`src/rtl/ddr3_init_pkg.sv`:
```
package ddr3_init_pkg;

  typedef enum logic [3:0] {
    S_IDLE, S_PWR, S_RST, S_CKE, S_MRS, S_GAP, S_DLL, S_ZQ, S_ZQW
  } seq_state_e;

  // issue order within a rank
  typedef enum logic [1:0] {
    STEP_MR2 = 2'd0, STEP_MR3 = 2'd1, STEP_MR1 = 2'd2, STEP_MR0 = 2'd3
  } mr_step_e;

  typedef struct packed {
    logic [1:0] bl;
    logic [2:0] cl;
    logic [2:0] wr;
    logic       ppd;
    logic [2:0] cwl;
    logic       asr;
    logic       srt;
    logic [1:0] rtt_wr;
    logic [1:0] mpr_loc;
    logic       mpr_en;
    logic [1:0] dic;
    logic [2:0] rtt_nom;
    logic [2:0] rtt_qr;
    logic       qoff;
    logic       tdqs;
  } mr_cfg_t;

  function automatic int ns_to_cyc(int ns, int period_ps);
    int c;
    c = (ns * 1000 + period_ps - 1) / period_ps;
    return (c < 1) ? 1 : c;
  endfunction

  function automatic int max_of(int a, int b);
    return (a > b) ? a : b;
  endfunction

endpackage

```
`src/rtl/ddr3_wait_timer.sv`:
```
module ddr3_wait_timer #(
  parameter int W = 8
) (
  input  logic         clk_i,
  input  logic         rst_ni,
  input  logic         load_i,
  input  logic [W-1:0] val_i,
  output logic         expired_o
);
  logic [W-1:0] cnt_q;

  always_ff @(posedge clk_i or negedge rst_ni) begin
    if (!rst_ni)            cnt_q <= '0;
    else if (load_i)        cnt_q <= val_i;
    else if (cnt_q != '0)   cnt_q <= cnt_q - 1'b1;
  end

  assign expired_o = (cnt_q == '0);
endmodule

```
`src/rtl/ddr3_rank_pick.sv`:
```
module ddr3_rank_pick #(
  parameter int NUM_CS = 8,
  parameter int CS_W   = 3
) (
  input  logic [NUM_CS-1:0] mask_i,
  input  logic [CS_W:0]     from_i,
  output logic              found_o,
  output logic [CS_W-1:0]   idx_o
);
  // lowest present rank at or above from_i
  always_comb begin
    found_o = 1'b0;
    idx_o   = '0;
    for (int i = NUM_CS - 1; i >= 0; i--) begin
      if (mask_i[i] && ((CS_W+1)'(i) >= from_i)) begin
        found_o = 1'b1;
        idx_o   = CS_W'(i);
      end
    end
  end
endmodule

```
`src/rtl/ddr3_mr_encode.sv`:
```
module ddr3_mr_encode
  import ddr3_init_pkg::*;
#(
  parameter int NUM_CS = 8,
  parameter int CS_W   = 3,
  parameter int DIMM_N = 4
) (
  input  mr_step_e          step_i,
  input  logic [CS_W-1:0]   cs_i,
  input  mr_cfg_t           cfg_i,
  input  logic              rdimm_i,
  input  logic [DIMM_N-1:0] qr_dimm_i,
  input  logic [2:0]        max_dimms_i,
  output logic [2:0]        ba_o,
  output logic [12:0]       addr_o
);
  logic       qr_hit;
  logic       rtt_off;
  logic [2:0] rtt;

  assign qr_hit  = qr_dimm_i[cs_i[CS_W-1:1]];
  assign rtt_off = ((max_dimms_i == 3'd4) && cs_i[0]) ||
                   ((max_dimms_i == 3'd3) && ((cs_i == CS_W'(1)) || (cs_i == CS_W'(5)))) ||
                   (qr_hit && cs_i[0]);
  assign rtt     = rtt_off ? 3'd0 : ((rdimm_i && qr_hit) ? cfg_i.rtt_qr : cfg_i.rtt_nom);

  always_comb begin
    addr_o = '0;
    ba_o   = 3'd0;
    unique case (step_i)
      STEP_MR0: begin
        ba_o          = 3'd0;
        addr_o[1:0]   = cfg_i.bl;
        addr_o[3]     = 1'b1;
        addr_o[6:4]   = cfg_i.cl;
        addr_o[8]     = 1'b1;
        addr_o[11:9]  = cfg_i.wr;
        addr_o[12]    = cfg_i.ppd;
      end
      STEP_MR1: begin
        ba_o          = 3'd1;
        addr_o[1]     = cfg_i.dic[0];
        addr_o[5]     = cfg_i.dic[1];
        addr_o[2]     = rtt[0];
        addr_o[6]     = rtt[1];
        addr_o[9]     = rtt[2];
        addr_o[11]    = cfg_i.tdqs;
        addr_o[12]    = cfg_i.qoff;
      end
      STEP_MR2: begin
        ba_o          = 3'd2;
        addr_o[5:3]   = cfg_i.cwl;
        addr_o[6]     = cfg_i.asr;
        addr_o[7]     = cfg_i.srt;
        addr_o[10:9]  = cfg_i.rtt_wr;
      end
      STEP_MR3: begin
        ba_o          = 3'd3;
        addr_o[1:0]   = cfg_i.mpr_loc;
        addr_o[2]     = cfg_i.mpr_en;
      end
    endcase
  end
endmodule

```
`src/rtl/ddr3_init_seq.sv`:
```
module ddr3_init_seq
  import ddr3_init_pkg::*;
#(
  parameter int NUM_CS        = 8,
  parameter int CLK_PERIOD_PS = 5000,
  parameter int T_INIT_NS     = 200000,
  parameter int T_RST_NS      = 500000,
  parameter int T_CKE_NS      = 360,
  parameter int T_DLL_NS      = 500000,
  parameter int T_MRD_CYC     = 4,
  parameter int T_ZQINIT_CYC  = 512,
  localparam int CS_W         = $clog2(NUM_CS),
  localparam int DIMM_N       = NUM_CS / 2
) (
  input  logic              clk_i,
  input  logic              rst_ni,
  input  logic              start_i,
  input  logic [NUM_CS-1:0] cs_present_i,
  input  logic              rdimm_i,
  input  logic [DIMM_N-1:0] qr_dimm_i,
  input  logic [2:0]        max_dimms_i,
  input  logic [1:0]        cfg_bl_i,
  input  logic [2:0]        cfg_cl_i,
  input  logic [2:0]        cfg_wr_i,
  input  logic              cfg_ppd_i,
  input  logic [2:0]        cfg_cwl_i,
  input  logic              cfg_asr_i,
  input  logic              cfg_srt_i,
  input  logic [1:0]        cfg_rtt_wr_i,
  input  logic [1:0]        cfg_mpr_loc_i,
  input  logic              cfg_mpr_en_i,
  input  logic [1:0]        cfg_dic_i,
  input  logic [2:0]        cfg_rtt_nom_i,
  input  logic [2:0]        cfg_rtt_qr_i,
  input  logic              cfg_qoff_i,
  input  logic              cfg_tdqs_i,
  output logic              init_en_o,
  output logic              mem_rst_n_o,
  output logic              cke_o,
  output logic              cmd_valid_o,
  output logic              cmd_zq_o,
  output logic [2:0]        cmd_ba_o,
  output logic [12:0]       cmd_addr_o,
  output logic [CS_W-1:0]   cmd_cs_o,
  output logic              done_o
);
  localparam int N_INIT = ns_to_cyc(T_INIT_NS, CLK_PERIOD_PS);
  localparam int N_RST  = ns_to_cyc(T_RST_NS, CLK_PERIOD_PS);
  localparam int N_CKE  = ns_to_cyc(T_CKE_NS, CLK_PERIOD_PS);
  localparam int N_DLL  = ns_to_cyc(T_DLL_NS, CLK_PERIOD_PS);
  localparam int N_MAX  = max_of(max_of(max_of(N_INIT, N_RST), max_of(N_CKE, N_DLL)),
                                 max_of(T_MRD_CYC, T_ZQINIT_CYC));
  localparam int TMR_W  = $clog2(N_MAX + 1);
  localparam logic [12:0] ZQCL_ADDR = 13'h400;

  seq_state_e      state_q, state_d;
  mr_step_e        step_q, step_d;
  logic [CS_W-1:0] cs_q, cs_d, first_q, first_d;
  logic            post_q, post_d, zq_q, zq_d;
  logic            rel_q, rel_d, cke_q, cke_d, done_q, done_d;

  logic             tmr_load, tmr_exp;
  logic [TMR_W-1:0] tmr_val;
  logic [CS_W:0]    pick_from;
  logic             pick_found;
  logic [CS_W-1:0]  pick_idx;
  mr_cfg_t          cfg;
  logic [2:0]       enc_ba;
  logic [12:0]      enc_addr;

  assign cfg = '{bl: cfg_bl_i, cl: cfg_cl_i, wr: cfg_wr_i, ppd: cfg_ppd_i,
                 cwl: cfg_cwl_i, asr: cfg_asr_i, srt: cfg_srt_i, rtt_wr: cfg_rtt_wr_i,
                 mpr_loc: cfg_mpr_loc_i, mpr_en: cfg_mpr_en_i, dic: cfg_dic_i,
                 rtt_nom: cfg_rtt_nom_i, rtt_qr: cfg_rtt_qr_i, qoff: cfg_qoff_i,
                 tdqs: cfg_tdqs_i};

  ddr3_wait_timer #(.W(TMR_W)) u_timer (
    .clk_i     (clk_i),
    .rst_ni    (rst_ni),
    .load_i    (tmr_load),
    .val_i     (tmr_val),
    .expired_o (tmr_exp)
  );

  always_comb begin
    if (state_q == S_CKE)      pick_from = '0;
    else if (state_q == S_ZQW) pick_from = {1'b0, first_q} + 1'b1;
    else                       pick_from = {1'b0, cs_q} + 1'b1;
  end

  ddr3_rank_pick #(.NUM_CS(NUM_CS), .CS_W(CS_W)) u_pick (
    .mask_i  (cs_present_i),
    .from_i  (pick_from),
    .found_o (pick_found),
    .idx_o   (pick_idx)
  );

  ddr3_mr_encode #(.NUM_CS(NUM_CS), .CS_W(CS_W), .DIMM_N(DIMM_N)) u_enc (
    .step_i      (step_q),
    .cs_i        (cs_q),
    .cfg_i       (cfg),
    .rdimm_i     (rdimm_i),
    .qr_dimm_i   (qr_dimm_i),
    .max_dimms_i (max_dimms_i),
    .ba_o        (enc_ba),
    .addr_o      (enc_addr)
  );

  always_comb begin
    state_d  = state_q;
    step_d   = step_q;
    cs_d     = cs_q;
    first_d  = first_q;
    post_d   = post_q;
    zq_d     = zq_q;
    rel_d    = rel_q;
    cke_d    = cke_q;
    done_d   = done_q;
    tmr_load = 1'b0;
    tmr_val  = '0;
    unique case (state_q)
      S_IDLE: if (start_i) begin
        state_d  = S_PWR;
        rel_d    = 1'b0;
        cke_d    = 1'b0;
        done_d   = 1'b0;
        post_d   = 1'b0;
        tmr_load = 1'b1;
        tmr_val  = TMR_W'(N_INIT - 1);
      end
      S_PWR: if (tmr_exp) begin
        state_d  = S_RST;
        rel_d    = 1'b1;
        tmr_load = 1'b1;
        tmr_val  = TMR_W'(N_RST - 1);
      end
      S_RST: if (tmr_exp) begin
        state_d  = S_CKE;
        cke_d    = 1'b1;
        tmr_load = 1'b1;
        tmr_val  = TMR_W'(N_CKE - 1);
      end
      S_CKE: if (tmr_exp) begin
        if (pick_found) begin
          cs_d    = pick_idx;
          first_d = pick_idx;
          step_d  = STEP_MR2;
          state_d = S_MRS;
        end else begin
          state_d = S_IDLE;
          done_d  = 1'b1;
        end
      end
      S_MRS: begin
        tmr_load = 1'b1;
        if (step_q == STEP_MR0) begin
          state_d = S_DLL;
          tmr_val = TMR_W'(N_DLL - 1);
        end else begin
          state_d = S_GAP;
          tmr_val = TMR_W'(T_MRD_CYC - 2);
        end
      end
      S_GAP: if (tmr_exp) begin
        step_d  = mr_step_e'(step_q + 2'd1);
        state_d = S_MRS;
      end
      S_DLL: if (tmr_exp) begin
        if (!post_q && !rdimm_i) begin
          state_d = S_ZQ;
          zq_d    = 1'b0;
        end else if (pick_found) begin
          cs_d    = pick_idx;
          step_d  = STEP_MR2;
          state_d = S_MRS;
        end else if (post_q) begin
          state_d = S_IDLE;
          done_d  = 1'b1;
        end else begin
          state_d = S_ZQ;
          zq_d    = 1'b0;
        end
      end
      S_ZQ: begin
        state_d  = S_ZQW;
        tmr_load = 1'b1;
        tmr_val  = TMR_W'(T_ZQINIT_CYC - 1);
      end
      S_ZQW: if (tmr_exp) begin
        if (!zq_q) begin
          zq_d    = 1'b1;
          state_d = S_ZQ;
        end else begin
          post_d = 1'b1;
          if (!rdimm_i && pick_found) begin
            cs_d    = pick_idx;
            step_d  = STEP_MR2;
            state_d = S_MRS;
          end else begin
            state_d = S_IDLE;
            done_d  = 1'b1;
          end
        end
      end
      default: state_d = S_IDLE;
    endcase
  end

  always_ff @(posedge clk_i or negedge rst_ni) begin
    if (!rst_ni) begin
      state_q <= S_IDLE;
      step_q  <= STEP_MR2;
      cs_q    <= '0;
      first_q <= '0;
      post_q  <= 1'b0;
      zq_q    <= 1'b0;
      rel_q   <= 1'b0;
      cke_q   <= 1'b0;
      done_q  <= 1'b0;
    end else begin
      state_q <= state_d;
      step_q  <= step_d;
      cs_q    <= cs_d;
      first_q <= first_d;
      post_q  <= post_d;
      zq_q    <= zq_d;
      rel_q   <= rel_d;
      cke_q   <= cke_d;
      done_q  <= done_d;
    end
  end

  assign init_en_o   = (state_q != S_IDLE) && !post_q;
  assign mem_rst_n_o = rel_q;
  assign cke_o       = cke_q;
  assign done_o      = done_q;
  assign cmd_valid_o = (state_q == S_MRS) || (state_q == S_ZQ);
  assign cmd_zq_o    = (state_q == S_ZQ);
  assign cmd_ba_o    = (state_q == S_MRS) ? enc_ba : 3'd0;
  assign cmd_addr_o  = (state_q == S_MRS) ? enc_addr :
                       (state_q == S_ZQ)  ? ZQCL_ADDR : 13'd0;
  assign cmd_cs_o    = (state_q == S_ZQ) ? {first_q[CS_W-1:1], zq_q} : cs_q;
endmodule

```
`config.mk`:
```
export PLATFORM = sky130hd
export DESIGN_NAME = ddr3_init_seq
export DESIGN_NICKNAME = d
export VERILOG_FILES = /design/src/rtl/ddr3_init_pkg.sv /design/src/rtl/ddr3_wait_timer.sv /design/src/rtl/ddr3_rank_pick.sv /design/src/rtl/ddr3_mr_encode.sv /design/src/rtl/ddr3_init_seq.sv
export SDC_FILE = /design/constraint.sdc
export NUM_CORES = 1
export LEC_CHECK = 0
export ABC_AREA = 1
export BUFFER_PORTS_ARGS = -buffer_cell sky130_fd_sc_hd__buf_4
export CORE_UTILIZATION = 30
export DETAILED_ROUTE_END_ITERATION = 8
export PLACE_DENSITY = 0.52
export RECOVER_POWER = 100
export SYNTH_ARGS = -nofsm -noshare
export SYNTH_HDL_FRONTEND = slang
export SYNTH_SLANG_ARGS = --single-unit
```
`constraint.sdc`:
```
create_clock -name clk_i -period 2.8 [get_ports clk_i]
set_input_delay 0.84 -clock clk_i [delete_from_list [all_inputs] [get_ports clk_i]]
set_output_delay 0.84 -clock clk_i [all_outputs]
set_load 0.01 [all_outputs]
```
**Yosys cells after proc, flatten, opt, wreduce, memory -nomap -nowiden**

Index checks and enable logic that the tools add are counted.

- Register bits: 34
- Logic and storage cells: 200
- Bits of input ports: 48

- Magnitude comparators: 9
- Eq/ne operators: 31
- Add/sub/neg operators: 4
- Reductions and logical operators: 45
- Mux-type cells: 101

Operators by type and width:

| kind | count |
|---|---|
| one-hot mux 17 bit (5 select lines) | 1 |
| 2-to-1 mux 3 bit | 25 |
| 2-to-1 mux 17 bit | 4 |
| 2-to-1 mux 4 bit | 9 |
| one-hot mux 4 bit (9 select lines) | 1 |
| 2-to-1 mux 1 bit | 30 |
| != test 2 bit, second input constant | 13 |
| 2-to-1 mux 2 bit | 9 |
| logical NOT 17 bit | 1 |
| nonzero test 17 bit | 1 |
| subtractor 17 x 1 -> 17 bit, second input constant | 1 |
| equality test 4 x 3 -> 1 bit, second input constant | 4 |
| greater-or-equal comparator 3 x 4 -> 1 bit, first input constant | 4 |
| 2-to-1 mux 16 bit | 1 |
| logical AND 1 bit | 15 |
| one-hot mux 1 bit (2 select lines) | 7 |
| AND reduction 7 bit | 2 |
| 2-to-1 mux 13 bit | 1 |
| one-hot mux 3 bit (4 select lines) | 1 |
| nonzero test 4 bit | 3 |
| 2-to-1 mux 11 bit | 1 |
| AND reduction 11 bit | 1 |
| nonzero test 2 bit | 5 |
| one-hot mux 1 bit (3 select lines) | 3 |
| other kinds (32) | 47 |

**Logic depth before layout (Yosys ltp)**

Gate-level depths: netlist (run 1).

- Depth after elaboration: 18
- Depth in mapped cells: 21
- Mapped depth without buffers: 21

**By module**

Synthesis (run 1) repeated with hierarchy kept, for this count alone.

- Cell total of the unflattened synthesis: 525
- Area, all modules: 3234.4 µm²

By module, submodules not included:

| module | area each (µm²) | seq. area each (µm²) | instances | cells each |
|---|---|---|---|---|
| ddr3_init_seq | 1402.6 | 425.4 | 1 | 232 |
| ddr3_wait_timer | 1183.6 | 425.4 | 1 | 170 |
| ddr3_mr_encode | 444.2 | 0.0 | 1 | 81 |
| ddr3_rank_pick | 203.9 | 0.0 | 1 | 42 |

**Least setup slack after synthesis (run 1)**

No wires, ideal clock.

- Path type: input port to output port
- Start: input port qr_dimm_i[1]
- End: output port cmd_addr_o[6]
- Data arrival time: 1.771 ns
- Path slack: 0.189 ns
- Data required time: 1.960 ns
- Cell stages on the path: 7
- Path through: nand2_1 nand3_1 nand2_1 nor2_1 mux2_2 a22oi_1 a21oi_1

- Longest elaborated chain between the ends: 7
- Elaborated cells between the ends (all ways): 9

Ends and longest elaborated chain:

| what | line | text |
|---|---|---|
| from (decl) | ddr3_init_seq.sv:20 | `input logic [DIMM_N-1:0] qr_dimm_i,` |
| binary-select mux 1 bit (select 2 bit) * | ddr3_mr_encode.sv:21 | `assign qr_hit = qr_dimm_i[cs_i[CS_W-1:1]];` |
| 2-to-1 mux 1 bit (implied by the code) * | ddr3_mr_encode.sv:21 |  |
| logical AND 1 bit, on equally long branches | ddr3_mr_encode.sv:25, ddr3_mr_encode.sv:24 |  |
| 2-to-1 mux 3 bit / logical OR 1 bit (equally long branches) | ddr3_mr_encode.sv:25, ddr3_mr_encode.sv:23 |  |
| 2-to-1 mux 3 bit * | ddr3_mr_encode.sv:25 | `assign rtt = rtt_off ? 3'd0 : ((rdimm_i && qr_hit) ? cfg_i.rtt_qr : cfg_i.rtt_nom);` |
| one-hot mux 2 bit (3 select lines) * | ddr3_mr_encode.sv:30 | `unique case (step_i)` |
| 2-to-1 mux 13 bit * | ddr3_init_seq.sv:240 | `assign cmd_addr_o = (state_q == S_MRS) ? enc_addr :` |
| to (decl) | ddr3_init_seq.sv:43 | `output logic [12:0] cmd_addr_o,` |

Every way passes the cells marked *; elsewhere a longest branch is shown, timed or not. The select of a mux whose other input is x is not followed.

**Worst setup path in the final report (run 1)**

Ends and elaborated chain as after synthesis.

==> results of run 1 <==
-- power breakdown --
group	total, mW	switching, mW	internal [mW]
Sequential	0.749	0.115	0.634
Combinational	1.53	0.958	0.568
Clock	0.582	0.202	0.380
Total	2.86	1.27	1.58
-- worst max-delay path, cell delays in order --
cell and delay, ns:
sky130_fd_sc_hd__buf_6 0.08, sky130_fd_sc_hd__nand2_4 0.04, sky130_fd_sc_hd__nand3_4 0.08, sky130_fd_sc_hd__nand2_4 0.07, sky130_fd_sc_hd__nor2_4 0.14, sky130_fd_sc_hd__mux2_4 0.32
sky130_fd_sc_hd__a22oi_2 0.16, sky130_fd_sc_hd__a21oi_1 0.09, sky130_fd_sc_hd__buf_4 0.14
-- cell usage in the layout, fill, tap and decap left out, types with 6 or more instances in the layout --
master                     netlist  final
sky130_fd_sc_hd__a21oi_1        19     19
sky130_fd_sc_hd__buf_4           1     64
sky130_fd_sc_hd__clkbuf_1        1     19
sky130_fd_sc_hd__clkbuf_8        0      6
sky130_fd_sc_hd__dfrtp_1        34     33
sky130_fd_sc_hd__ha_1            7      7
sky130_fd_sc_hd__inv_1          66     65
sky130_fd_sc_hd__nand2_1       102     97
sky130_fd_sc_hd__nand2_2         9     13
sky130_fd_sc_hd__nand3_1        34     33
sky130_fd_sc_hd__nor2_1         54     53
sky130_fd_sc_hd__nor2_4          5      6
sky130_fd_sc_hd__nor3_1         11     10
sky130_fd_sc_hd__o21ai_0        20     20
-- what timing repair did --
item | CTS | global route
endpoints found under the setup margin | 4 | 8
setup buffers | 1 | 4
pin swaps | 9 | 8
gates resized for setup | 20 | 11
-- cell families (layout without fill, tap and decap cells) --
group	after synthesis	after routing	share of synthesized area
DFF	34	34	0.302
AOI/OAI and AO/OA	68	68	0.153
adders and majority gates	7	7	0.0311
xor gates and xnor gates	9	9	0.0279
muxes	3	3	0.0120
and+or+nand+nor	230	230	0.367
other	1	1	0.00133
buffers and inverters	74	165	0.106
-- routing by layer --
metal / part of all wire / track usage / wire length, um / up-vias
li1: - / - / - / 1557
met1: 0.45 / 0.218 / 3820 / 1434
met2: 0.50 / 0.311 / 4240 / 67
met3: 0.031 / 0.0248 / 262 / 10
met4: 0.013 / 0.0425 / 109 / 0
met5: 0 / 0 / 0 / -
-- final cells by class --
cell class | count | area, um2
Fill cell | 977 | 5400
Inverter | 68 | 255
Timing Repair Buffer | 89 | 607
Tap cell | 111 | 139
Sequential cell | 34 | 852
Clock buffer | 6 | 82.6
Clock inverter | 2 | 60.1
Multi-Input combinational cell | 318 | 1760
-- sequential cells by signal (all words and copies together), names as in the netlist --
name / count
cke_o: 1
cs_q: 3
done_o: 1
first_q: 3
mem_rst_n_o: 1
post_q: 1
state_q: 4
step_q: 2
u_timer.cnt_q: 17
zq_q: 1
-- worst max-delay path by stage --
stage | endpoint | slack (ns) | cells past startpoint
detailed placement | cmd_addr_o[6] | -0.14 | 9
global placement | cmd_addr_o[9] | -0.12 | 9
floorplan | cmd_addr_o[6] | 0.19 | 7
global route | cmd_addr_o[6] | -0.07 | 9
finish | cmd_addr_o[6] | -0.009 | 9
CTS | cmd_addr_o[2] | -0.01 | 10
-- stage by stage --
| step | power [mW] | setup TNS, ns | hold WS [ns] | util |
|---|---|---|---|---|
| 2_1_floorplan | 1.80 | 0 | 0.467 | - |
| 3_3_place_gp | 2.28 | -0.313 | 0.462 | 0.388 |
| 3_5_place_dp | 2.29 | -0.336 | 0.475 | 0.388 |
| 4_1_cts | 2.91 | -0.0183 | 0.494 | 0.411 |
| 5_1_grt | 3.12 | -0.332 | 0.530 | 0.410 |
| 6_report | 2.86 | -0.00883 | 0.492 | 0.410 |
==> impl_metrics.prom, run 1 <==
# TYPE chip_impl_metric gauge
chip_impl_metric{name="worst_skew",unit="ns"} 0.00933
chip_impl_info{name="worst_setup_path_startpoint",value="qr_dimm_i[1]"} 1
chip_impl_metric{name="floorplan.die.height",unit="um"} 99.0
chip_impl_metric{name="gp_congestion",unit=""} 0.881
chip_impl_metric{name="die_width",unit="um"} 99.0
chip_impl_metric{name="num_io_pins",unit=""} 73
chip_impl_info{name="synth_top_flop_cell",value="sky130_fd_sc_hd__dfrtp_1"} 1
chip_impl_metric{name="reg2reg_depth",unit=""} 17
chip_impl_metric{name="cts-buffers-inserted",unit=""} 5
chip_impl_metric{name="placeableCoreArea",unit="um2"} 9150
chip_impl_metric{name="r2r_slack",unit="ns"} 0.11
chip_impl_metric{name="vias_per_cell",unit=""} 4.89
chip_impl_metric{name="grt_first_pass_wirelength",unit="mm"} 13.7
chip_impl_metric{name="dp_hpwl",unit="mm"} 6.56
chip_impl_metric{name="routed-via-count",unit=""} 3068
chip_impl_metric{name="postSynthRegisterBits",unit=""} 34
chip_impl_info{name="synth_top_cells_by_count",value="sky130_fd_sc_hd__nand2_1, sky130_fd_sc_hd__inv_1, sky130_fd_sc_hd__nor2_1, sky130_fd_sc_hd__dfrtp_1, sky130_fd_sc_hd__nand3_1"} 1
chip_impl_metric{name="cts_num_sinks",unit=""} 34
chip_impl_metric{name="postRouteWirelength",unit="mm"} 8.43
chip_impl_info{name="netlist_top_cells_area",value="sky130_fd_sc_hd__dfrtp_1, sky130_fd_sc_hd__nand2_1, sky130_fd_sc_hd__inv_1, sky130_fd_sc_hd__nor2_1, sky130_fd_sc_hd__nand3_1"} 1
chip_impl_metric{name="fin_area",unit="um2"} 3750
chip_impl_info{name="crit_type",value="in -> out"} 1
chip_impl_metric{name="detail-route-antenna-nets",unit=""} 0
chip_impl_metric{name="required_time_of_the_critical_path",unit="ns"} 1.96
chip_impl_metric{name="antenna-diode-count",unit=""} 0
chip_impl_metric{name="cp_max_fo",unit=""} 3
chip_impl_metric{name="initial_core_util",unit=""} 0.308
chip_impl_metric{name="finalMaxSlewViolations",unit=""} 35
chip_impl_metric{name="async_s_r_ff_share_synth",unit=""} 1.00
chip_impl_metric{name="global_route.usage.total",unit=""} 0.174
chip_impl_info{name="min_path_type",value="reg -> reg"} 1
chip_impl_metric{name="first_iter_violations",unit=""} 158
chip_impl_info{name="worstSetupEndpointType",value="primary output"} 1
chip_impl_metric{name="worstMarginPinSlew",unit="ns"} 1.98
chip_impl_metric{name="drive_gt1_frac",unit=""} 0.232
chip_impl_metric{name="synth_sequential_area_ratio",unit=""} 0.302
chip_impl_metric{name="maxCapViolations",unit=""} 1
chip_impl_metric{name="timing.fmax",unit="GHz"} 0.356
chip_impl_metric{name="dpl_cell_area",unit="um2"} 3550
chip_impl_metric{name="worst_vdd_drop",unit="V"} 0.000245
chip_impl_metric{name="synthDistinctLibCells",unit=""} 45
chip_impl_metric{name="detail_route.drc_violations",unit=""} 0
chip_impl_metric{name="largest_net_degree_at_the_start_of_global_routing",unit=""} 35
chip_impl_metric{name="placement.setup.worst_slack",unit="ns"} -0.136
chip_impl_info{name="synth_most_common_cell",value="sky130_fd_sc_hd__nand2_1"} 1
chip_impl_metric{name="detail_route.wl_per_cell",unit="um"} 13.4
chip_impl_metric{name="worst_slew_margin_rel",unit=""} -0.320
chip_impl_metric{name="cts_htree_levels",unit=""} 2
chip_impl_metric{name="syn_avg_cell_area",unit="um2"} 6.62
chip_impl_info{name="timing.hold.worst_endpoint",value="cke_o$_DFFE_PN0P_"} 1
chip_impl_info{name="run_status",value="complete, but fails checks"} 1
chip_impl_metric{name="filler_free_cell_count_of_the_finished_design",unit=""} 628
chip_impl_info{name="crit-reg2reg-capture",value="state_q[2]$_DFFE_PN0P_"} 1
chip_impl_info{name="violations",value="capacitance limit, slew limit, setup timing"} 1
chip_impl_metric{name="core.rowCount",unit=""} 35
chip_impl_metric{name="power-per-cell-area",unit="nW/um2"} 761
chip_impl_info{name="reg2reg_from",value="state_q[2]$_DFFE_PN0P_"} 1
chip_impl_metric{name="clk-insertion-delay-late",unit="ns"} 0.29
chip_impl_info{name="cts_tree",value="done"} 1
chip_impl_metric{name="layout_worst_path_cycle_share",unit=""} 1.00
chip_impl_metric{name="finalWorstPathRequiredPeriod",unit="ns"} 2.81
chip_impl_info{name="rsz0062_at_grt",value="true"} 1
chip_impl_metric{name="synthToLayoutAreaGrowth",unit="%"} 33.1
chip_impl_metric{name="postSynthNetCount",unit=""} 481
chip_impl_info{name="min_from",value="cke_o$_DFFE_PN0P_"} 1
chip_impl_metric{name="antenna_violations_before_repair",unit=""} 0
chip_impl_info{name="clock-root-buffer",value="sky130_fd_sc_hd__clkbuf_8"} 1
chip_impl_metric{name="ys.warnings.count",unit=""} 0
chip_impl_metric{name="timing.final.ws_setup",unit="ns"} -0.00883
chip_impl_info{name="synth_top_area_cell",value="sky130_fd_sc_hd__dfrtp_1"} 1
chip_impl_metric{name="dp_cell_count",unit=""} 615
chip_impl_info{name="worstSetupStartpointType",value="input pin"} 1
chip_impl_metric{name="static_leak",unit="nW"} 1.95
chip_impl_metric{name="ctsHoldBuffers",unit=""} 0
chip_impl_metric{name="portBuffers",unit=""} 71
chip_impl_metric{name="drt-pass1-iter-count",unit=""} 4
chip_impl_metric{name="clk_pin_slew",unit="ns"} 0.08
chip_impl_metric{name="globalRoute.totalOverflow",unit=""} 0
chip_impl_metric{name="grt_pass1_vias",unit=""} 2947
chip_impl_metric{name="final_net_count",unit=""} 571
chip_impl_metric{name="hold_viol_final",unit=""} 0
chip_impl_metric{name="cp_data_arrival_time",unit="ns"} 1.97
chip_impl_metric{name="synth_enable_flop_cells",unit=""} 0
chip_impl_metric{name="syn_area",unit="um2"} 2820
chip_impl_metric{name="post_synth_inst_count",unit=""} 426
chip_impl_metric{name="ctsLongestPathBuffers",unit=""} 2
chip_impl_metric{name="area_of_the_die",unit="um2"} 9790
chip_impl_metric{name="min_delay_path_depth",unit=""} 2
chip_impl_metric{name="synth_top_area_share",unit=""} 0.302
chip_impl_metric{name="setup_violations",unit=""} 1
Note: power is estimated with default switching activity, not from simulation.
==> inputs of run 2 (changes only) <==
==> constraint.sdc (replaced) <==
create_clock -name clk_i -period 3.1 [get_ports clk_i]
set_input_delay 0.465 -clock clk_i [delete_from_list [all_inputs] [get_ports clk_i]]
set_output_delay 0.465 -clock clk_i [all_outputs]
set_load 0.01 [all_outputs]
==> impl_metrics.prom, run 2 (synthesized netlist as in run 1, its figures left out) <==
# TYPE chip_impl_metric gauge
chip_impl_info{name="run_status",value="complete, but fails checks"} 1
chip_impl_info{name="violations",value="capacitance limit, slew limit"} 1
chip_impl_info{name="min_path_type",value="reg -> reg"} 1
chip_impl_metric{name="power-per-cell-area",unit="nW/um2"} 687
chip_impl_metric{name="finalMaxSlewViolations",unit=""} 35
chip_impl_metric{name="cts_htree_levels",unit=""} 2
chip_impl_metric{name="detail-route-antenna-nets",unit=""} 0
chip_impl_info{name="crit_type",value="reg -> out"} 1
chip_impl_metric{name="global_route.usage.total",unit=""} 0.177
chip_impl_metric{name="synthToLayoutAreaGrowth",unit="%"} 23.6
chip_impl_metric{name="initial_core_util",unit=""} 0.308
chip_impl_metric{name="static_leak",unit="nW"} 1.82
chip_impl_metric{name="required_time_of_the_critical_path",unit="ns"} 2.63
chip_impl_metric{name="gp_congestion",unit=""} 0.871
chip_impl_metric{name="post_cts.resized_instances",unit=""} 0
chip_impl_metric{name="final_net_count",unit=""} 558
chip_impl_metric{name="clk_pin_slew",unit="ns"} 0.07
chip_impl_metric{name="worst_vdd_drop",unit="V"} 0.000292
chip_impl_metric{name="fill_cells",unit=""} 975
chip_impl_metric{name="cp_data_arrival_time",unit="ns"} 2.29
chip_impl_metric{name="setup-tns-final",unit="ns"} 0
chip_impl_metric{name="placeableCoreArea",unit="um2"} 9150
chip_impl_metric{name="die_width",unit="um"} 99.0
chip_impl_metric{name="cts_num_sinks",unit=""} 34
chip_impl_metric{name="antenna-diode-count",unit=""} 0
chip_impl_metric{name="regArea",unit="um2"} 851
chip_impl_metric{name="globalRoute.totalOverflow",unit=""} 0
chip_impl_info{name="rsz0062_at_grt",value="false"} 1
chip_impl_metric{name="ctsHoldBuffers",unit=""} 0
chip_impl_info{name="layout_commonest_cell",value="sky130_fd_sc_hd__nand2_1"} 1
chip_impl_metric{name="worst_slew_margin_rel",unit=""} -0.289
chip_impl_metric{name="cp_max_fo",unit=""} 9
chip_impl_metric{name="vias_per_cell",unit=""} 4.95
chip_impl_metric{name="core.rowCount",unit=""} 35
chip_impl_metric{name="worstMarginPinSlew",unit="ns"} 1.93
chip_impl_metric{name="worst_skew",unit="ns"} 0.00751
chip_impl_metric{name="floorplan.die.height",unit="um"} 99.0
chip_impl_info{name="most_frequent_cells_in_the_layout",value="sky130_fd_sc_hd__nand2_1, sky130_fd_sc_hd__inv_1, sky130_fd_sc_hd__nor2_1"} 1
chip_impl_metric{name="num_io_pins",unit=""} 73
chip_impl_metric{name="layout_worst_path_cycle_share",unit=""} 0.888
chip_impl_metric{name="postRouteWirelength",unit="mm"} 8.39
chip_impl_metric{name="setup_violations",unit=""} 0
chip_impl_info{name="regMostFlops",value="u_timer.cnt_q"} 1
chip_impl_info{name="cts_tree",value="done"} 1
chip_impl_metric{name="grt_first_pass_wirelength",unit="mm"} 13.9
chip_impl_metric{name="detail_route.drc_violations",unit=""} 0
chip_impl_metric{name="drt-pass1-iter-count",unit=""} 5
chip_impl_metric{name="largest_net_degree_at_the_start_of_global_routing",unit=""} 35
chip_impl_metric{name="routed-via-count",unit=""} 3039
chip_impl_metric{name="cts-buffers-inserted",unit=""} 5
chip_impl_metric{name="detail_route.wl_per_cell",unit="um"} 13.7
chip_impl_info{name="clock-root-buffer",value="sky130_fd_sc_hd__clkbuf_8"} 1
chip_impl_metric{name="drive_gt1_frac",unit=""} 0.161
chip_impl_info{name="biggest_registers_after_layout",value="u_timer.cnt_q: 17 flops, state_q: 4 flops"} 1
chip_impl_metric{name="antenna_violations_before_repair",unit=""} 0
chip_impl_metric{name="clk-insertion-delay-late",unit="ns"} 0.29
chip_impl_metric{name="area_of_the_die",unit="um2"} 9790
chip_impl_metric{name="timing.fmax",unit="GHz"} 0.363
chip_impl_metric{name="area_of_combinational_cells_with_multiple_inputs",unit="um2"} 1650
chip_impl_metric{name="ctsLongestPathBuffers",unit=""} 2
chip_impl_metric{name="dp_hpwl",unit="mm"} 6.68
chip_impl_metric{name="first_iter_violations",unit=""} 166
chip_impl_metric{name="maxCapViolations",unit=""} 1
chip_impl_info{name="worstSetupStartpointType",value="register"} 1
chip_impl_info{name="worstSetupEndpointType",value="primary output"} 1
chip_impl_metric{name="grt_pass1_vias",unit=""} 2875
chip_impl_metric{name="finalWorstPathRequiredPeriod",unit="ns"} 2.75
chip_impl_metric{name="portBuffers",unit=""} 71
chip_impl_metric{name="hold_viol_final",unit=""} 0
chip_impl_metric{name="end_of_flow_core_utilization",unit=""} 0.381
chip_impl_metric{name="largest_register_ff_count",unit=""} 17
chip_impl_metric{name="post_cts_buffers",unit=""} 0
## run 2: changes by cell type in the layout (fill, tap and decap cells not counted), sizes merged
cell / previous run / this run
bufinv: 2 / 1
buf: 68 / 51
clkbuf: 27 / 31
## run 2: where the power goes
part           switching [mW]  total [mW]  leakage [nW]  internal (mW)
logic                   0.823        1.28          1.31          0.453
registers               0.121       0.693         0.446          0.572
clock network           0.168       0.426        0.0573          0.257
## run 2: worst max-delay path: stages (launching register included)
cell and delay [ns]:
sky130_fd_sc_hd__dfrtp_1 0.45, sky130_fd_sc_hd__inv_1 0.06, sky130_fd_sc_hd__nor2_1 0.21, sky130_fd_sc_hd__inv_1 0.11
sky130_fd_sc_hd__nor2_1 0.13, sky130_fd_sc_hd__clkbuf_1 0.47, sky130_fd_sc_hd__inv_1 0.28, sky130_fd_sc_hd__nand2_1 0.12
sky130_fd_sc_hd__clkbuf_1 0.18
## run 2: metal layers
metal  vias to the layer above  global-route usage  routed length [um]
met4                         0              0.0310                  60
met2                        71               0.309                4250
met5                         -                   0                   0
met1                      1430               0.236                3710
li1                       1531                   -                   -
met3                         7              0.0234                 368
## run 2: final cells by class
type / count / area share
flip-flops and latches: 34 / 0.244
clock inverters: 1 / 0.00862
well taps: 111 / 0.0399
repair buffers: 76 / 0.137
clock buffers: 6 / 0.0237
inverters: 68 / 0.0732
multi-input cells: 318 / 0.474
## run 2: metrics by stage
step / instances / worst slack, ns / hold WS (ns) / instance area (um2) / total power [mW]
floorplan: 426 / 0.784 / 0.169 / 2820 / 1.63
finish: 614 / 0.346 / 0.478 / 3480 / 2.39
CTS: 614 / 0.436 / 0.142 / 3600 / 2.47
global placement: 607 / 0.553 / 0.454 / 3490 / 2.02
global route: 614 / 0.0984 / 0.504 / 3480 / 2.63
detailed placement: 607 / 0.524 / 0.455 / 3490 / 2.03
## run 2: worst paths after layout
path	slack (ns)	endpoint	start	cells after the start
setup / recovery	0.35	cmd_addr_o[10]	state_q[2]$_DFFE_PN0P_	8
hold / removal	0.48	cke_o$_DFFE_PN0P_	cke_o$_DFFE_PN0P_	2
setup reg to reg	0.37	state_q[2]$_DFFE_PN0P_	state_q[0]$_DFFE_PN0P_	16
hold reg to reg	0.48	cke_o$_DFFE_PN0P_	cke_o$_DFFE_PN0P_	2
max in group asynchronous	1.28	first_q[0]$_DFFE_PN0P_	rst_ni	1
min in group asynchronous	0.70	u_timer.cnt_q[4]$_DFFE_PN0P_	rst_ni	1
==> inputs of run 3 (changes only) <==
--- a/config.mk
+++ b/config.mk
@@ -7,9 +7,9 @@
 export LEC_CHECK = 0
 export ABC_AREA = 1
 export BUFFER_PORTS_ARGS = -buffer_cell sky130_fd_sc_hd__buf_4
-export CORE_UTILIZATION = 30
+export CORE_UTILIZATION = 54
 export DETAILED_ROUTE_END_ITERATION = 8
-export PLACE_DENSITY = 0.52
+export PLACE_DENSITY = 0.83
 export RECOVER_POWER = 100
 export SYNTH_ARGS = -nofsm -noshare
 export SYNTH_HDL_FRONTEND = slang
==> impl_metrics.prom, run 3 (synthesized netlist as in run 1, its figures left out) <==
# TYPE chip_impl_metric gauge
chip_impl_metric{name="required_time_of_the_critical_path",unit="ns"} 2.63
chip_impl_metric{name="portBuffers",unit=""} 71
chip_impl_metric{name="setup-tns-final",unit="ns"} 0
chip_impl_metric{name="placeableCoreArea",unit="um2"} 4880
chip_impl_metric{name="ctsHoldBuffers",unit=""} 0
chip_impl_metric{name="clk-insertion-delay-late",unit="ns"} 0.29
chip_impl_metric{name="synthToLayoutAreaGrowth",unit="%"} 20.5
chip_impl_metric{name="detail_route.wl_per_cell",unit="um"} 13.6
chip_impl_metric{name="worst_slew_margin_rel",unit=""} -0.221
chip_impl_metric{name="gp_congestion",unit=""} 1.02
chip_impl_info{name="crit_type",value="reg -> out"} 1
chip_impl_info{name="most_frequent_cells_in_the_layout",value="sky130_fd_sc_hd__nand2_1, sky130_fd_sc_hd__inv_1, sky130_fd_sc_hd__nor2_1"} 1
chip_impl_info{name="clock-root-buffer",value="sky130_fd_sc_hd__clkbuf_8"} 1
chip_impl_info{name="cts_tree",value="done"} 1
chip_impl_metric{name="cts_htree_levels",unit=""} 2
chip_impl_info{name="worstSetupEndpointType",value="primary output"} 1
chip_impl_metric{name="end_of_flow_core_utilization",unit=""} 0.697
chip_impl_metric{name="largest_register_ff_count",unit=""} 17
chip_impl_metric{name="cp_data_arrival_time",unit="ns"} 2.38
chip_impl_info{name="crit-reg2reg-capture",value="state_q[2]$_DFFE_PN0P_"} 1
chip_impl_metric{name="timing.fmax",unit="GHz"} 0.351
chip_impl_metric{name="antenna-diode-count",unit=""} 0
chip_impl_info{name="worstSetupEndpoint",value="cmd_addr_o[11]"} 1
chip_impl_metric{name="r2r_slack",unit="ns"} 0.41
chip_impl_metric{name="worst_skew",unit="ns"} 0.0107
chip_impl_metric{name="grt_first_pass_wirelength",unit="mm"} 12.7
chip_impl_metric{name="floorplan.die.height",unit="um"} 74.3
chip_impl_metric{name="dpl_cell_area",unit="um2"} 3410
chip_impl_info{name="regMostFlops",value="u_timer.cnt_q"} 1
chip_impl_metric{name="setup_violations",unit=""} 0
chip_impl_metric{name="ctsLongestPathBuffers",unit=""} 2
chip_impl_info{name="violations",value="capacitance limit, slew limit"} 1
chip_impl_metric{name="detail_route.drc_violations",unit=""} 0
chip_impl_metric{name="reg2reg_depth",unit=""} 16
chip_impl_metric{name="detail-route-antenna-nets",unit=""} 0
chip_impl_metric{name="dp_hpwl",unit="mm"} 6.24
chip_impl_metric{name="worst_vdd_drop",unit="V"} 0.000307
chip_impl_info{name="min_path_type",value="reg -> reg"} 1
chip_impl_info{name="rsz0062_at_grt",value="false"} 1
chip_impl_metric{name="worstMarginPinSlew",unit="ns"} 1.83
chip_impl_metric{name="routed-via-count",unit=""} 3094
chip_impl_metric{name="cts-buffers-inserted",unit=""} 5
chip_impl_metric{name="drive_gt1_frac",unit=""} 0.162
chip_impl_info{name="reg2reg_from",value="state_q[1]$_DFFE_PN0P_"} 1
chip_impl_metric{name="hold_viol_final",unit=""} 0
chip_impl_metric{name="min_delay_path_depth",unit=""} 2
chip_impl_metric{name="finalWorstPathRequiredPeriod",unit="ns"} 2.85
chip_impl_metric{name="clk_pin_slew",unit="ns"} 0.06
chip_impl_metric{name="cp_max_fo",unit=""} 10
chip_impl_metric{name="global_route.usage.total",unit=""} 0.299
chip_impl_metric{name="totalPowerFinal",unit="mW"} 2.31
chip_impl_metric{name="power-per-cell-area",unit="nW/um2"} 681
chip_impl_metric{name="grt_pass1_vias",unit=""} 2944
chip_impl_metric{name="maxCapViolations",unit=""} 1
chip_impl_info{name="biggest_registers_after_layout",value="u_timer.cnt_q: 17 flops, state_q: 4 flops"} 1
chip_impl_metric{name="post_cts.resized_instances",unit=""} 0
chip_impl_metric{name="area_of_the_die",unit="um2"} 5520
chip_impl_metric{name="cts_num_sinks",unit=""} 34
chip_impl_metric{name="first_iter_violations",unit=""} 249
chip_impl_metric{name="die_width",unit="um"} 74.3
chip_impl_metric{name="antenna_violations_before_repair",unit=""} 0
chip_impl_metric{name="finalMaxSlewViolations",unit=""} 35
chip_impl_info{name="worst_setup_path_startpoint",value="state_q[1]$_DFFE_PN0P_"} 1
chip_impl_info{name="worstSetupStartpointType",value="register"} 1
chip_impl_metric{name="postRouteWirelength",unit="mm"} 7.74
chip_impl_metric{name="post_cts_buffers",unit=""} 0
chip_impl_info{name="run_status",value="complete, but fails checks"} 1
chip_impl_metric{name="vias_per_cell",unit=""} 5.45
chip_impl_metric{name="whs",unit="ns"} 0.482
chip_impl_metric{name="final_net_count",unit=""} 555
chip_impl_metric{name="globalRoute.totalOverflow",unit=""} 0
chip_impl_info{name="layout_commonest_cell",value="sky130_fd_sc_hd__nand2_1"} 1
chip_impl_metric{name="static_leak",unit="nW"} 1.80
chip_impl_metric{name="drt-pass1-iter-count",unit=""} 5
chip_impl_metric{name="core.rowCount",unit=""} 25
chip_impl_metric{name="num_io_pins",unit=""} 73
chip_impl_metric{name="largest_net_degree_at_the_start_of_global_routing",unit=""} 35
chip_impl_metric{name="initial_core_util",unit=""} 0.578
chip_impl_metric{name="fin_area",unit="um2"} 3400
chip_impl_metric{name="layout_worst_path_cycle_share",unit=""} 0.918
[run 3: cell types whose count changed in the layout (fill, tap and decap cells not counted), sizes merged]
cell	delta
bufinv	-1
clkbuf	-2
clkinv	+1
[run 3: how the worst min path moves through the flow]
stage,start,endpoint,slack [ns]
after detailed placement,rst_ni,u_timer.cnt_q[2]$_DFFE_PN0P_,0.44
after CTS,rst_ni,u_timer.cnt_q[0]$_DFFE_PN0P_,0.12
after floorplan,rst_ni,cke_o$_DFFE_PN0P_,0.17
final,done_o$_DFFE_PN0P_,done_o$_DFFE_PN0P_,0.48
after global routing,done_o$_DFFE_PN0P_,done_o$_DFFE_PN0P_,0.51
after global placement,rst_ni,u_timer.cnt_q[2]$_DFFE_PN0P_,0.44
[run 3: area by class of cell]
class                      instances  area, um2
clock buffer                       7       86.3
sequential                        34        851
clock inverter                     1       5.00
tap                               67       83.8
fill                             480       1480
multi-input combinational        318       1650
inverter                          68        255
timing repair buffer              73        465
[run 3: power by group]
part	leakage, nW	internal, mW	total, mW	switching [mW]
Clock	0.0482	0.179	0.342	0.163
Sequential	0.446	0.573	0.695	0.122
Combinational	1.31	0.449	1.28	0.829
[run 3: routing by layer]
| metal | vias to the layer above | part of all wire | global-route usage |
|---|---|---|---|
| met1 | 1411 | 0.44 | 0.366 |
| met4 | 0 | 0.020 | 0.117 |
| met5 | - | 0 | 0 |
| li1 | 1530 | - | - |
| met2 | 138 | 0.48 | 0.524 |
| met3 | 15 | 0.063 | 0.0515 |
[run 3: stage by stage]
stage / worst slack [ns] / std cells
2_1_floorplan: 0.784 / 426
3_3_place_gp: 0.500 / 560
3_5_place_dp: 0.477 / 560
4_1_cts: 0.452 / 568
5_1_grt: 0.0962 / 568
6_report: 0.253 / 568
[run 3: worst max-delay path: stages, from the launching register on]
cell and delay (ns):
sky130_fd_sc_hd__dfrtp_1 0.50, sky130_fd_sc_hd__nor2_4 0.21, sky130_fd_sc_hd__inv_1 0.10, sky130_fd_sc_hd__nor2_1 0.43
sky130_fd_sc_hd__inv_2 0.19, sky130_fd_sc_hd__nor2_2 0.34, sky130_fd_sc_hd__a32o_1 0.18, sky130_fd_sc_hd__clkbuf_1 0.15
